### src/rtl/dma_seq_pkg.sv
package dma_seq_pkg;
  typedef enum logic [1:0] {
    MODE_SINGLE = 2'd0,
    MODE_BLOCK  = 2'd1,
    MODE_DEMAND = 2'd2,
    MODE_M2M    = 2'd3
  } xfer_mode_e;

  typedef enum logic [1:0] {
    ST_IDLE = 2'd0,
    ST_XFER = 2'd1,
    ST_RD   = 2'd2,
    ST_WR   = 2'd3
  } seq_state_e;
endpackage

### src/rtl/dma_rst_sync.sv
module dma_rst_sync #(
  parameter int STAGES = 2
) (
  input  logic clk,
  input  logic rst_n,
  output logic rst_sync_n
);
  logic [STAGES-1:0] sync_q;

  always_ff @(posedge clk or negedge rst_n) begin
    if (!rst_n) sync_q <= '0;
    else        sync_q <= {sync_q[STAGES-2:0], 1'b1};
  end

  assign rst_sync_n = sync_q[STAGES-1];
endmodule

### src/rtl/dma_addr_cnt.sv
module dma_addr_cnt #(
  parameter int AW = 16,
  parameter int CW = 8
) (
  input  logic          clk,
  input  logic          rst_n,
  input  logic          load_i,
  input  logic          src_inc_i,
  input  logic          dst_inc_i,
  input  logic          cnt_dec_i,
  input  logic [AW-1:0] src_init_i,
  input  logic [AW-1:0] dst_init_i,
  input  logic [CW-1:0] cnt_init_i,
  output logic [AW-1:0] src_o,
  output logic [AW-1:0] dst_o,
  output logic          cnt_zero_o
);
  localparam int NPTR = 2;
  localparam int PSRC = 0;
  localparam int PDST = 1;

  logic [AW-1:0] ptr_init [NPTR];
  logic          ptr_inc  [NPTR];
  logic [AW-1:0] ptr_q    [NPTR];
  logic [CW-1:0] cnt_q, cnt_d;

  assign ptr_init[PSRC] = src_init_i;
  assign ptr_init[PDST] = dst_init_i;
  assign ptr_inc[PSRC]  = src_inc_i;
  assign ptr_inc[PDST]  = dst_inc_i;

  for (genvar p = 0; p < NPTR; p++) begin : g_ptr
    logic [AW-1:0] ptr_d;
    logic          ptr_en;

    always_comb begin
      ptr_en = load_i | ptr_inc[p];
      ptr_d  = load_i ? ptr_init[p] : ptr_q[p] + AW'(1);
    end

    always_ff @(posedge clk or negedge rst_n) begin
      if (!rst_n)      ptr_q[p] <= '0;
      else if (ptr_en) ptr_q[p] <= ptr_d;
    end
  end

  always_comb begin
    cnt_d = load_i ? cnt_init_i : cnt_q - CW'(1);
  end

  always_ff @(posedge clk or negedge rst_n) begin
    if (!rst_n)                   cnt_q <= '0;
    else if (load_i || cnt_dec_i) cnt_q <= cnt_d;
  end

  assign src_o      = ptr_q[PSRC];
  assign dst_o      = ptr_q[PDST];
  assign cnt_zero_o = (cnt_q == '0);
endmodule

### src/rtl/dma_temp_reg.sv
module dma_temp_reg #(
  parameter int DW = 8
) (
  input  logic          clk,
  input  logic          rst_n,
  input  logic          cap_i,
  input  logic [DW-1:0] d_i,
  output logic [DW-1:0] q_o
);
  logic [DW-1:0] word_q;

  always_ff @(posedge clk or negedge rst_n) begin
    if (!rst_n)     word_q <= '0;
    else if (cap_i) word_q <= d_i;
  end

  assign q_o = word_q;
endmodule

### src/rtl/dma_seq_fsm.sv
module dma_seq_fsm
  import dma_seq_pkg::*;
(
  input  logic       clk,
  input  logic       rst_n,
  input  logic [1:0] mode_i,
  input  logic       req_i,
  input  logic       eop_n_i,
  input  logic       cnt_zero_i,
  output logic       load_o,
  output logic       src_inc_o,
  output logic       dst_inc_o,
  output logic       cnt_dec_o,
  output logic       cap_o,
  output logic       ack_o,
  output logic       rd_o,
  output logic       wr_o,
  output logic       use_src_o,
  output logic       tc_o,
  output logic       idle_o
);
  seq_state_e state_q, state_d;
  xfer_mode_e mode_q, mode_d, eff_mode;
  logic       run_q, run_d;
  logic       last_word;

  always_comb begin
    state_d   = state_q;
    mode_d    = mode_q;
    run_d     = run_q;
    load_o    = 1'b0;
    src_inc_o = 1'b0;
    dst_inc_o = 1'b0;
    cnt_dec_o = 1'b0;
    cap_o     = 1'b0;
    eff_mode  = run_q ? mode_q : xfer_mode_e'(mode_i);
    last_word = cnt_zero_i || !eop_n_i;

    unique case (state_q)
      ST_IDLE: begin
        if (req_i) begin
          if (!run_q) begin
            load_o = 1'b1;
            run_d  = 1'b1;
            mode_d = xfer_mode_e'(mode_i);
          end
          state_d = (eff_mode == MODE_M2M) ? ST_RD : ST_XFER;
        end
      end
      ST_XFER: begin
        dst_inc_o = 1'b1;
        cnt_dec_o = 1'b1;
        if (last_word) begin
          state_d = ST_IDLE;
          run_d   = 1'b0;
        end else begin
          unique case (mode_q)
            MODE_BLOCK:  state_d = ST_XFER;
            MODE_DEMAND: state_d = req_i ? ST_XFER : ST_IDLE;
            default:     state_d = ST_IDLE;
          endcase
        end
      end
      ST_RD: begin
        src_inc_o = 1'b1;
        cap_o     = 1'b1;
        state_d   = ST_WR;
      end
      ST_WR: begin
        dst_inc_o = 1'b1;
        cnt_dec_o = 1'b1;
        if (last_word) begin
          state_d = ST_IDLE;
          run_d   = 1'b0;
        end else begin
          state_d = ST_RD;
        end
      end
      default: state_d = ST_IDLE;
    endcase
  end

  always_ff @(posedge clk or negedge rst_n) begin
    if (!rst_n) begin
      state_q <= ST_IDLE;
      mode_q  <= MODE_SINGLE;
      run_q   <= 1'b0;
    end else begin
      state_q <= state_d;
      run_q   <= run_d;
      if (load_o) mode_q <= mode_d;
    end
  end

  assign ack_o     = (state_q != ST_IDLE);
  assign rd_o      = (state_q == ST_RD);
  assign wr_o      = (state_q == ST_XFER) || (state_q == ST_WR);
  assign use_src_o = (state_q == ST_RD);
  assign tc_o      = wr_o && cnt_zero_i;
  assign idle_o    = (state_q == ST_IDLE);
endmodule

### src/rtl/dma_xfer_seq.sv
module dma_xfer_seq #(
  parameter int AW = 16,
  parameter int CW = 8,
  parameter int DW = 8
) (
  input  logic          clk,
  input  logic          rst_n,
  input  logic [1:0]    mode_i,
  input  logic [AW-1:0] src_addr_i,
  input  logic [AW-1:0] dst_addr_i,
  input  logic [CW-1:0] count_i,
  input  logic          req_i,
  input  logic          eop_n_i,
  input  logic [DW-1:0] rd_data_i,
  output logic          ack_o,
  output logic          mem_rd_o,
  output logic          mem_wr_o,
  output logic [AW-1:0] addr_o,
  output logic [DW-1:0] data_o,
  output logic          tc_o,
  output logic          idle_o
);
  logic          rst_int_n;
  logic          load, src_inc, dst_inc, cnt_dec, cap, use_src, cnt_zero;
  logic [AW-1:0] src_q, dst_q;

  dma_rst_sync #(.STAGES(2)) u_rst (
    .clk        (clk),
    .rst_n      (rst_n),
    .rst_sync_n (rst_int_n)
  );

  dma_seq_fsm u_fsm (
    .clk        (clk),
    .rst_n      (rst_int_n),
    .mode_i     (mode_i),
    .req_i      (req_i),
    .eop_n_i    (eop_n_i),
    .cnt_zero_i (cnt_zero),
    .load_o     (load),
    .src_inc_o  (src_inc),
    .dst_inc_o  (dst_inc),
    .cnt_dec_o  (cnt_dec),
    .cap_o      (cap),
    .ack_o      (ack_o),
    .rd_o       (mem_rd_o),
    .wr_o       (mem_wr_o),
    .use_src_o  (use_src),
    .tc_o       (tc_o),
    .idle_o     (idle_o)
  );

  dma_addr_cnt #(.AW(AW), .CW(CW)) u_ptr (
    .clk        (clk),
    .rst_n      (rst_int_n),
    .load_i     (load),
    .src_inc_i  (src_inc),
    .dst_inc_i  (dst_inc),
    .cnt_dec_i  (cnt_dec),
    .src_init_i (src_addr_i),
    .dst_init_i (dst_addr_i),
    .cnt_init_i (count_i),
    .src_o      (src_q),
    .dst_o      (dst_q),
    .cnt_zero_o (cnt_zero)
  );

  dma_temp_reg #(.DW(DW)) u_temp (
    .clk   (clk),
    .rst_n (rst_int_n),
    .cap_i (cap),
    .d_i   (rd_data_i),
    .q_o   (data_o)
  );

  assign addr_o = use_src ? src_q : dst_q;
endmodule

### config.mk
export PLATFORM = sky130hd
export DESIGN_NAME = dma_xfer_seq
export DESIGN_NICKNAME = d
export VERILOG_FILES = /design/src/rtl/dma_seq_pkg.sv /design/src/rtl/dma_rst_sync.sv /design/src/rtl/dma_addr_cnt.sv /design/src/rtl/dma_temp_reg.sv /design/src/rtl/dma_seq_fsm.sv /design/src/rtl/dma_xfer_seq.sv
export SDC_FILE = /design/constraint.sdc
export NUM_CORES = 1
export LEC_CHECK = 0
export CAP_MARGIN = 20
export CORE_MARGIN = 4
export CORE_UTILIZATION = 45
export CTS_CLUSTER_SIZE = 30
export DETAILED_ROUTE_END_ITERATION = 10
export PLACE_DENSITY = 0.77
export SYNTH_ARGS = -nofsm -noshare
export SYNTH_HDL_FRONTEND = slang
export SYNTH_SLANG_ARGS = --single-unit
### constraint.sdc
create_clock -name clk -period 2.9 [get_ports clk]
set_input_delay 0.29 -clock clk [delete_from_list [all_inputs] [get_ports clk]]
set_output_delay 0.29 -clock clk [all_outputs]
set_load 0.1 [all_outputs]
==> metrics <==
status=finished clean; leading cell type in the layout, fill and taps excluded=nand2_1; setup_tns=0 ns; Final Cycle Share=83.9%; Maximum Capacitance Violations=0; I/O pins=83; largest net degree at the start of global routing=63; setup slack after layout=0.466 ns; Clk Latency, worst-skew pair=0.32 ns; # placed instances=529; Tmin final=2.43 ns; H-tree levels=2; Startpoint Class=flip-flop; first-pass GRT wire length=13.8 mm; CTS Hold Buffers Added=0; clk sink count=55; Worst Path Max Fanout=32; Primary FF master, synth=dfrtp_1; Chip Width=91.4 um; Worst slew margin=61.8%; Layout fillers=592; global-route usage over all layers=20.2%; area grow syn2layout=35.7%; initial antenna violation count=0; Least-Margin Pin Slew=0.565 ns; Post-Syn Area=3130 um^2; routed wire length per instance=15.5 um; Initial Utilization=46.3%; Layout Nets=516; CP Class=reg -> out; # rows=30; Synth Register Bits=55; Resized Gates After CTS=0; drt pass-1 iters=5; Max Clock Freq=411 MHz; final clock skew=0.00627 ns; # DRC=0; fraction of layout instances using a drive strength above 1=10.7%; RSZ-0062 raised after global routing=no; fraction of registers with async set or reset after synthesis=100%; register area share after synthesis=44.0%; chip height=91.4 um; die area=8350 um^2; Worst-path clk slew=0.10 ns; port buffer count=82; Setup WS pre-CTS=0.771 ns; hpwl dp=6.18 mm; GR Overflow Total=0; gpl congestion=0.900; clock root buffer=clkbuf_8; antenna viol nets, final=0; Distinct cells, synth=45; CTS buffer count=5; Final Max Tran Viols=0; ant diodes=0; clock buffer depth=2; Avg Inst Size Synth=8.12 um^2; CP arrival=2.14 ns; Core Area=6760 um^2; Synthesized Nets=445; HP Class=in -> async; WP data required=2.61 ns; most frequent cells in the layout=113 x nand2_1, 54 x dfrtp_1, 53 x clkdlybuf4s50_1; CTS tree=done; Fin. Hold Viols=0; CP endpoint kind=output port; Ys Warns=0; final WL=8.34 mm; setup violators final=0; fin cells=537; vias in the first global route=2834; Avg Vias per Cell=5.70; EDFF count, synth=0; vias=3063; Setup Fix Bufs, Post-CTS=0; Cells after Synth=385; number of DRC markers in iteration 0=154
==> final timing paths <==
| path | from | to | slack (ns) | depth (start not counted) |
|---|---|---|---|---|
| max | u_fsm.state_q[0] | addr_o[15] | 0.47 | 6 |
| min | rst_n | u_rst.sync_q[1] | 0.12 | 1 |
| max reg2reg | u_fsm.state_q[0] | u_ptr.src_o[4] | 0.79 | 6 |
| min reg2reg | u_rst.sync_q[1] | u_temp.q_o[4] | 0.22 | 0 |
| max in group asynchronous | u_rst.sync_q[1] | u_ptr.src_o[14] | 1.87 | 1 |
| min in group clk | u_rst.sync_q[0] | u_rst.sync_q[1] | 0.37 | 0 |
==> worst max-delay path, stage by stage, from the launching register on <==
cell and delay (ns):
dfrtp_1 0.51, nand2b_1 0.21, buf_4 0.20, inv_2 0.42
nand2_1 0.15, nand2_1 0.14, buf_12 0.18
==> logic make-up after synthesis <==
family	after synthesis	share of synthesized area (%)
buffers and inverters	36	4.72
AOI/OAI and AO/OA	68	13.3
DFF	55	44.0
xor gates and xnor gates	24	6.72
adders and majority gates	6	2.40
other	1	0.120
and+or+nand+nor	195	28.7
==> cell type report <==
cell class | instances | area (um^2) | share of cell area [%]
multi-input cells | 294 | 1610 | 38.0
flip-flops and latches | 55 | 1380 | 32.4
repair buffers | 87 | 1010 | 23.8
well taps | 80 | 100 | 2.36
clock buffers | 7 | 86.3 | 2.03
inverters | 13 | 48.8 | 1.15
clock inverters | 1 | 8.76 | 0.206
==> stage by stage <==
stage | area [um^2] | hold slack [ns] | util, %
floorplan | 3140 | -0.00559 | -
global placement | 4150 | 0.227 | 61.4
detailed placement | 4150 | 0.231 | 61.4
CTS | 4250 | 0.112 | 62.8
global route | 4250 | 0.117 | 62.8
finish | 4250 | 0.116 | 62.8
==> flip-flops by register name (all words and copies together), names as in the netlist <==
name	flops
u_ptr.src_o	16
u_rst.sync_q	2
u_fsm.run_q	1
u_fsm.state_q	2
u_fsm.mode_q	2
u_ptr.cnt_q	8
u_temp.q_o	8
u_ptr.dst_o	16
==> layer usage <==
layer | track usage (%) | vias up | wire [um]
li1 | - | 1473 | -
met1 | 26.7 | 1431 | 3380
met2 | 33.5 | 146 | 4090
met3 | 3.81 | 13 | 727
met4 | 6.66 | 0 | 147
met5 | 0 | - | 0
==> Yosys cell counts, drive strengths merged, types with 5 or more instances <==
cell | instances | area share, %
a21oi | 6 | 0.96
xor2 | 9 | 2.5
nand3 | 15 | 2.7
nor4 | 7 | 1.4
o21ai | 37 | 5.9
a22oi | 5 | 1.2
nand4 | 16 | 3.2
dfrtp | 55 | 44
o311ai | 5 | 1.4
nor2 | 19 | 2.3
nor3 | 9 | 1.4
xnor2 | 15 | 4.2
buf | 12 | 1.8
inv | 13 | 1.6
ha | 6 | 2.4
clkbuf | 11 | 1.3
nand2 | 113 | 14
Power is not shown: default switching activity piles up to over one toggle a cycle in this logic, so the estimate is an artifact.
